==> src/rtl/frr_pkg.sv <==
package frr_pkg;

  typedef enum logic [1:0] {
    FS_IDLE = 2'd0,
    FS_REQ  = 2'd1,
    FS_WAIT = 2'd2
  } fetch_state_e;

  // Contiguous run of set bits from column lo to column hi inclusive
  function automatic logic [31:0] col_span(input int unsigned lo, input int unsigned hi);
    logic [63:0] w;
    w = (64'd1 << (hi + 1)) - (64'd1 << lo);
    return w[31:0];
  endfunction

  // Column-permission word for a row of the primary array; zero denies the row
  function automatic logic [31:0] row_cols(input int unsigned row);
    logic [31:0] m;
    m = '0;
    if (row == 0)                    m = col_span(28, 31);
    else if (row >= 8 && row <= 15)  m = col_span(0, 31);
    else if (row == 16)              m = col_span(0, 7) | col_span(10, 16);
    else if (row == 17)              m = col_span(0, 2);
    else if (row == 20)              m = col_span(0, 31);
    else if (row == 21)              m = col_span(0, 23) | col_span(29, 31);
    else if (row == 22 || row == 23) m = col_span(0, 31);
    else if (row >= 40 && row <= 63) m = col_span(0, 31);
    return m;
  endfunction

endpackage

==> src/rtl/frr_addr_decode.sv <==
module frr_addr_decode #(
  parameter int ROW_W  = 6,
  parameter int SEL_W  = 2,
  parameter int DATA_W = 32
) (
  input  logic [SEL_W-1:0]  sel,
  input  logic [ROW_W-1:0]  row,
  output logic [SEL_W-1:0]  phys_sel,
  output logic              permit,
  output logic [DATA_W-1:0] mask
);
  localparam int N_ROWS = 1 << ROW_W;

  logic [DATA_W-1:0] perm_rom [N_ROWS];

  // Permission ROM computed per row at elaboration
  for (genvar g = 0; g < N_ROWS; g++) begin : g_rom
    assign perm_rom[g] = DATA_W'(frr_pkg::row_cols(g));
  end

  always_comb begin
    phys_sel = '0;
    permit   = 1'b0;
    mask     = '0;
    if (sel == SEL_W'(0)) begin
      mask   = perm_rom[row];
      permit = |perm_rom[row];
    end else if (sel == SEL_W'(1)) begin
      permit = 1'b0;
    end else begin
      phys_sel = sel - SEL_W'(1);
      mask     = '1;
      permit   = 1'b1;
    end
  end
endmodule

==> src/rtl/frr_fetch_ctrl.sv <==
module frr_fetch_ctrl #(
  parameter int ROW_W  = 6,
  parameter int SEL_W  = 2,
  parameter int DATA_W = 32
) (
  input  logic              clk,
  input  logic              rst_n,
  input  logic              start,
  input  logic [SEL_W-1:0]  start_sel,
  input  logic [ROW_W-1:0]  start_row,
  input  logic [DATA_W-1:0] start_mask,
  output logic              busy,
  output logic              req_valid,
  input  logic              req_ready,
  output logic [SEL_W-1:0]  req_sel,
  output logic [ROW_W-1:0]  req_row,
  input  logic              rsp_valid,
  output logic              rsp_ready,
  input  logic [DATA_W-1:0] rsp_data,
  output logic              complete,
  output logic [DATA_W-1:0] masked_data
);
  import frr_pkg::*;

  fetch_state_e      state_q;
  logic [DATA_W-1:0] mask_q;

  always_ff @(posedge clk or negedge rst_n) begin
    if (!rst_n) begin
      state_q <= FS_IDLE;
      req_sel <= '0;
      req_row <= '0;
      mask_q  <= '0;
    end else begin
      unique case (state_q)
        FS_IDLE: if (start) begin
          state_q <= FS_REQ;
          req_sel <= start_sel;
          req_row <= start_row;
          mask_q  <= start_mask;
        end
        FS_REQ:  if (req_ready) state_q <= FS_WAIT;
        FS_WAIT: if (rsp_valid) state_q <= FS_IDLE;
        default: state_q <= FS_IDLE;
      endcase
    end
  end

  assign busy        = (state_q != FS_IDLE);
  assign req_valid   = (state_q == FS_REQ);
  assign rsp_ready   = (state_q == FS_WAIT);
  assign complete    = rsp_valid && rsp_ready;
  assign masked_data = rsp_data & mask_q;

  // a stalled request keeps its contents
  a_r8_req_hold: assert property (@(posedge clk) disable iff (!rst_n)
    req_valid && !req_ready |=> req_valid && $stable(req_sel) && $stable(req_row));

  // an accepted request is followed by waiting for data
  a_r8_accept_wait: assert property (@(posedge clk) disable iff (!rst_n)
    req_valid && req_ready |=> rsp_ready && !req_valid);
endmodule

==> src/rtl/fuse_row_reader.sv <==
module fuse_row_reader #(
  parameter int ROW_W  = 6,
  parameter int SEL_W  = 2,
  parameter int DATA_W = 32,
  localparam int ROW_LSB = $clog2(DATA_W),
  localparam int SEL_LSB = ROW_LSB + ROW_W,
  localparam int ADDR_W  = SEL_LSB + SEL_W
) (
  input  logic              clk,
  input  logic              rst_n,
  input  logic              addr_wr_en,
  input  logic [ADDR_W-1:0] addr_wr_data,
  output logic [DATA_W-1:0] rd_data,
  output logic              rd_done,
  output logic              rd_error,
  output logic              arr_req_valid,
  input  logic              arr_req_ready,
  output logic [SEL_W-1:0]  arr_req_sel,
  output logic [ROW_W-1:0]  arr_req_row,
  input  logic              arr_rsp_valid,
  output logic              arr_rsp_ready,
  input  logic [DATA_W-1:0] arr_rsp_data
);
  logic [SEL_W-1:0]  dec_sel;
  logic [ROW_W-1:0]  dec_row;
  logic [SEL_W-1:0]  dec_phys;
  logic              dec_permit;
  logic [DATA_W-1:0] dec_mask;
  logic              busy, complete, accept, start, deny;
  logic [DATA_W-1:0] masked_data;
  logic              unused_rsvd;

  assign dec_sel     = addr_wr_data[SEL_LSB +: SEL_W];
  assign dec_row     = addr_wr_data[ROW_LSB +: ROW_W];
  assign unused_rsvd = ^addr_wr_data[ROW_LSB-1:0];

  frr_addr_decode #(.ROW_W(ROW_W), .SEL_W(SEL_W), .DATA_W(DATA_W)) u_dec (
    .sel      (dec_sel),
    .row      (dec_row),
    .phys_sel (dec_phys),
    .permit   (dec_permit),
    .mask     (dec_mask)
  );

  assign accept = addr_wr_en && !busy;
  assign start  = accept && dec_permit;
  assign deny   = accept && !dec_permit;

  frr_fetch_ctrl #(.ROW_W(ROW_W), .SEL_W(SEL_W), .DATA_W(DATA_W)) u_fetch (
    .clk         (clk),
    .rst_n       (rst_n),
    .start       (start),
    .start_sel   (dec_phys),
    .start_row   (dec_row),
    .start_mask  (dec_mask),
    .busy        (busy),
    .req_valid   (arr_req_valid),
    .req_ready   (arr_req_ready),
    .req_sel     (arr_req_sel),
    .req_row     (arr_req_row),
    .rsp_valid   (arr_rsp_valid),
    .rsp_ready   (arr_rsp_ready),
    .rsp_data    (arr_rsp_data),
    .complete    (complete),
    .masked_data (masked_data)
  );

  always_ff @(posedge clk or negedge rst_n) begin
    if (!rst_n) begin
      rd_data  <= '0;
      rd_done  <= 1'b0;
      rd_error <= 1'b0;
    end else if (complete) begin
      rd_data  <= masked_data;
      rd_done  <= 1'b1;
      rd_error <= 1'b0;
    end else if (deny) begin
      rd_data  <= '0;
      rd_done  <= 1'b0;
      rd_error <= 1'b1;
    end
  end

  // a refused request raises no fetch and reports an error
  a_r4_deny_no_fetch: assert property (@(posedge clk) disable iff (!rst_n)
    deny |=> !arr_req_valid && rd_error && (rd_data == '0));

  // the two outcome flags are never both set
  a_r7_flags_excl: assert property (@(posedge clk) disable iff (!rst_n)
    rd_done |-> !rd_error);

  // results hold while waiting for row data
  a_r9_hold_in_flight: assert property (@(posedge clk) disable iff (!rst_n)
    arr_rsp_ready && !arr_rsp_valid |=> $stable(rd_data) && $stable(rd_done) && $stable(rd_error));

  // writes during a fetch do not end or restart it
  a_r10_write_ignored: assert property (@(posedge clk) disable iff (!rst_n)
    arr_rsp_ready && !arr_rsp_valid && addr_wr_en |=> arr_rsp_ready && !arr_req_valid);
endmodule

==> config.mk <==
export PLATFORM = sky130hd
export DESIGN_NAME = fuse_row_reader
export DESIGN_NICKNAME = d
export VERILOG_FILES = /design/src/rtl/frr_pkg.sv /design/src/rtl/frr_addr_decode.sv /design/src/rtl/frr_fetch_ctrl.sv /design/src/rtl/fuse_row_reader.sv
export SDC_FILE = /design/constraint.sdc
export NUM_CORES = 1
export LEC_CHECK = 0
export ABC_AREA = 0
export CAP_MARGIN = 20
export CORE_MARGIN = 3
export CORE_UTILIZATION = 30
export DETAILED_ROUTE_END_ITERATION = 8
export HOLD_SLACK_MARGIN = 0.02
export PLACE_DENSITY = 0.65
export SLEW_MARGIN = 40
export SYNTH_ARGS = -nofsm -noshare
export SYNTH_HDL_FRONTEND = slang
export SYNTH_SLANG_ARGS = --single-unit
==> constraint.sdc <==
create_clock -name clk -period 5.2 [get_ports clk]
set_input_delay 1.56 -clock clk [delete_from_list [all_inputs] [get_ports clk]]
set_output_delay 1.56 -clock clk [all_outputs]
set_load 0.01 [all_outputs]
## Word level (Yosys, flattened, before mapping)

Memory sizes are Yosys's and may differ from the RTL's.
Cells that the tools add are included.

| word-level totals | value |
|---|---|
| register bits | 76 |
| latch bits | 0 |
| memory bits (writable) | 0 |
| bits in read-only memories | 2,048 |
| input port bits | 50 |
| output and inout bits | 44 |
| logic and storage cells | 49 |
| memories kept | 1 |

| operators by class | value |
|---|---|
| add/sub/neg operators | 1 |
| multiply operators | 0 |
| div/mod/pow operators | 0 |
| magnitude comparators | 1 |
| eq/ne operators | 6 |
| shift-type cells | 0 |
| multiplexer cells | 18 |
| bitwise logic cells | 2 |
| reduce and logical (&&, ||, !) cells | 13 |

Memory list:

| memory | depth | bits a word | read ports | clocked after memory_dff | write ports | line | source |
|---|---|---|---|---|---|---|---|
| (name not given) | 64 | 32 | 1 | 0 | 0 | frr_addr_decode.sv:26 | `mask = perm_rom[row];` |

Operators by type and width:

| cell | number |
|---|---|
| 32-bit 2-to-1 mux | 6 |
| 32-bit AND | 1 |
| 32-bit OR reduction | 1 |
| 2-bit 2-to-1 mux | 5 |
| 7-bit greater-or-equal comparator, second input constant | 1 |
| 6-bit NOT with 7-bit output | 1 |
| 1-bit 2-to-1 mux | 6 |
| 2-bit one-hot mux with 3 select lines | 1 |
| 2-bit by 1-bit equality test with 1-bit output, second input constant | 2 |
| 1-bit logical AND | 4 |
| 2-bit zero test | 2 |
| 2-bit != test, second input constant | 2 |
| 2-bit nonzero test | 2 |
| 3-bit AND reduction | 1 |
| 2-bit equality test, second input constant | 1 |
| 1-bit zero test | 2 |
| 2-bit by 1-bit != test with 1-bit output, second input constant | 1 |
| 2-bit AND reduction | 1 |
| 2-bit by 1-bit subtractor with 2-bit output, second input constant | 1 |

## Depth between registers and ports, before layout

| depth | value |
|---|---|
| word-level depth | 10 |
| depth in mapped cells | 6 |
| gate-level depth less buffers | 4 |

## Modules after synthesis

A second synthesis with hierarchy kept.

| second synthesis, totals | value |
|---|---|
| cell total of the unflattened synthesis | 293 |
| area total of the unflattened synthesis | 3,593.4 um^2 |

Modules (own cells, without submodules):

| module | times used | cells each | area each (um^2) | sequential area each (um^2) |
|---|---|---|---|---|
| frr_fetch_ctrl | 1 | 127 | 1,814.2 | 1,051.0 |
| fuse_row_reader | 1 | 111 | 1,402.6 | 850.8 |
| frr_addr_decode | 1 | 55 | 376.6 | 0.0 |

## Worst setup path before layout

Ideal clock, no wire load.

| timing path | value |
|---|---|
| path type | input to register |
| start | input port addr_wr_data[7] |
| end | register u_fetch.req_row[2] |
| setup time | 125 ps |
| data arrival time | 3,000 ps |
| required time | 5,075 ps |
| slack | 2,075 ps |
| stages | 5 |
| path buffers | 1 |
| cell sequence | or4_4 a211oi_4 o31ai_1 buf_6 mux2_4 |

| between the ends | value |
|---|---|
| word-level cells in the longest chain between the ends | 8 |

RTL lines:

| item | line | source |
|---|---|---|
| from (decl) | fuse_row_reader.sv:12 | `input logic [ADDR_W-1:0] addr_wr_data,` |
| 6-bit NOT with 7-bit output (not written as such) | frr_addr_decode.sv:27 | `permit = \|perm_rom[row];` |
| memory 64 x 32 bit | -- |  |
| 32-bit 2-to-1 mux (2 in series) | -- |  |
| 32-bit OR reduction | frr_addr_decode.sv:27 |  |
| 1-bit 2-to-1 mux | frr_addr_decode.sv:25 | `if (sel == SEL_W'(0)) begin` |
| 1-bit logical AND | fuse_row_reader.sv:46 | `assign start = accept && dec_permit;` |
| 2-bit AND reduction (no line) | -- |  |
| to (signal assigned) | frr_fetch_ctrl.sv:39 | `req_row <= start_row;` |
| to (decl) | frr_fetch_ctrl.sv:16 | `output logic [ROW_W-1:0] req_row,` |

Parallel ways exist; a longest one is shown, timed or not. The select of a mux whose other input is x is not followed.
A chain may end at the register's enable or synchronous reset.

## Worst setup path after layout

| timing path | value |
|---|---|
| start | input port addr_wr_data[9] |
| end | register u_fetch.req_row[0] |

| between the ends | value |
|---|---|
| word-level cells in the longest chain between the ends | 8 |

RTL lines:

| item | line |
|---|---|
| 6-bit NOT with 7-bit output (not written as such) | frr_addr_decode.sv:27 |
| memory 64 x 32 bit | -- |
| 32-bit 2-to-1 mux (2 in series) | -- |
| 32-bit OR reduction | frr_addr_decode.sv:27 |
| 1-bit 2-to-1 mux | frr_addr_decode.sv:25 |
| 1-bit logical AND | fuse_row_reader.sv:46 |
| 2-bit AND reduction (no line) | -- |

No other way between the ends. The select of a mux whose other input is x is not followed.

==> impl_metrics.tcl <==
set metrics [dict create \
    htreeDepth 2 \
    grt_pass1_wl_um 9590 \
    netlist_instances 224 \
    crit_buf_inv 2 \
    cts_inserted_buffers 5 \
    hold_path_class "flip-flop to flip-flop" \
    peakVddDrop_mv 0.221 \
    fillerInstances 687 \
    post-synth-top-count-cell "dfrtp_1" \
    cp-start-kind "input port" \
    fp.dieH_um 91.8 \
    path_delay_family "buffers and inverters" \
    initial_core_util_pct 31.6 \
    track_usage_pct 13.9 \
    cts_resized 0 \
    antenna_found_initial 0 \
    n_antenna_cell 0 \
    cts-root-buf "clkbuf_8" \
    ys.flop_type "dfrtp_1" \
    ant_nets 0 \
    maxCapViolations 0 \
    critical-path-max-stage-delay_ns 0.56 \
    startpoint "addr_wr_data[9]" \
    grt_pass1_vias 1967 \
    rows 30 \
    place_congestion 0.830 \
    synthTopCellsByCount "dfrtp_1 (50), a21oi_1 (34), nand2_1 (34)" \
    synth.yosys.seq_area_share_pct 56.6 \
    wl_per_cell_um 14.0 \
    syn_area_mm2 0.00221 \
    holdCritStartpoint "rd_error" \
    dr.first_iter.drc_count 76 \
    final_nets 360 \
    powerDensity_mw_per_mm2 510 \
    clkTransAtPathRegs_ns 0.10 \
    design_area_mm2 0.00332 \
    critPathMaxFanout 9 \
    yosysWarnings 0 \
    vias 1946 \
    finClkSkew_ns 0.0117 \
    post-route-min-period_ns 3.58 \
    post_cts_buffers 0 \
    syn_area_per_cell_um2 9.86 \
    dr.pass1.iters 4 \
    design_power_total_mw 1.69 \
    synth_cell_types 36 \
    cp_cell_sequence "clkdlybuf4s50_1, or4_4, a211oi_4, o31ai_2, buf_4, mux2_1" \
    critPathRequiredTime_ns 5.40 \
    crit_path_end_kind "flip-flop" \
    dp_cells 399 \
    async_flop_share_pct 100 \
    cts_tree "yes" \
    cts_sinks 50 \
    drive_above_1_share_pct 7.72 \
    syn_to_final_growth_pct 50.1 \
    drt-vias-per-instance 4.78 \
    clock_latency_ns 0.30 \
    fmax_mhz 279 \
    critical_path_class "input port to flip-flop" \
    r2r_start "u_fetch.state_q[1]" \
    status "completed" \
    hpwl_um 4180 \
    crit_cells 6 \
    die_x_um 91.8 \
    synthDominantCellAreaShare_pct 56.6 \
    leakagePower_nw 1.37 \
    hold_buffers 0 \
    drv_slew 0 \
    rsz0062_at_grt "no" \
    syn_nets 274 \
    yosysTopAreaCell "dfrtp_1" \
    fin_tns_setup_ns 0 \
    synth.area.top_cells "dfrtp_1 (57%), a21oi_1 (7.7%), nand3_1 (7.5%), nand2_1 (5.8%), mux2_4 (2.7%)" \
    hold_viol_final 0 \
    drc 0 \
    ios 94 \
    tightest_slew_ns 0.693 \
    cpMaxStageDelayCell "or4_4" \
    io_buffer_count 88 \
    cp.arrival_ns 3.78 \
    die_area_mm2 0.00843 \
    fin_cells 407 \
    core_area_mm2 0.00698 \
    holdPathStages 1 \
    cts_buffer_depth 2 \
    grt_max_degree 51 \
    grt.overflow.total 0 \
    finalWirelength_um 5710 \
    slew_headroom_pct 53.7 \
    r2r_cells 5 \
    synth_enable_flop_cells 0 \
    setup_viol 0 \
    synth-seq-cells 50 \
    placed_cell_area_mm2 0.00320 \
    fin_crit_sh_pct 68.9 \
]
layout by cell type (no fill, tap or decap), types with 2 or more instances in the layout:
master and n:
nand3_1 33, nor2b_1 2, clkdlybuf4s50_1 87, clkbuf_8 5, nand2_1 33, a21o_1 3, inv_1 9, nand2b_1 8
a21oi_1 34, mux2_4 4, dfrtp_1 50, a22oi_1 3, buf_4 4, o21ai_1 3, nor2_1 6
per-stage QoR:
| stage | hold slack [ns] | utilization (%) | worst slack [ns] |
|---|---|---|---|
| after detailed placement | 0.483 | 45.8 | 1.12 |
| after CTS | 0.504 | 47.4 | 1.49 |
| after floorplan | 0.513 | - | 2.07 |
| after global routing | 0.524 | 47.5 | 1.52 |
| after global placement | 0.475 | 45.6 | 1.18 |
| final | 0.497 | 47.5 | 1.62 |
path summary, 6_finish.rpt:
kind                                 endpoint  slack, ns
max                        u_fetch.req_row[0]       1.62
min                                  rd_error       0.50
max reg2reg                       rd_data[15]       3.09
min reg2reg                          rd_error       0.50
max in group asynchronous  u_fetch.mask_q[23]       3.42
min in group asynchronous  u_fetch.req_row[2]       1.35
where the power goes:
part	total [mW]	internal (mW)	switching, mW
Clock	0.275	0.144	0.130
Sequential	0.679	0.564	0.115
Combinational	0.738	0.433	0.306
sequential cells by signal, summed over array words and instances, names as in the netlist:
register / flops
rd_data: 32
u_fetch.req_row: 6
u_fetch.req_sel: 2
rd_done: 1
u_fetch.state_q: 2
rd_error: 1
u_fetch.mask_q: 6
layer usage:
layer / track usage, % / share of wire (%) / vias to the layer above
met5: 0 / 0 / -
met4: 2.60 / 0.56 / 0
met3: 3.61 / 7.2 / 6
met2: 22.1 / 47 / 66
met1: 19.2 / 46 / 912
li1: - / - / 962
kinds of logic (layout without fill, tap and decap cells):
group	count (synthesis)	count (layout)	share of synthesized area, %
simple gates	88	88	19.2
compound gates	58	58	16.7
flops	50	50	56.6
buf+inv	23	110	4.25
mux	5	5	3.23
final cells by class:
| type | instances | area, um^2 | area share [%] |
|---|---|---|---|
| clock inverter | 3 | 43.8 | 1.32 |
| inverter | 9 | 33.8 | 1.02 |
| tap | 96 | 120 | 3.62 |
| sequential | 50 | 1250 | 37.7 |
| timing repair buffer | 93 | 917 | 27.7 |
| clock buffer | 5 | 68.8 | 2.08 |
| multi-input combinational | 151 | 881 | 26.6 |
Power figures use the tool's default switching activity.
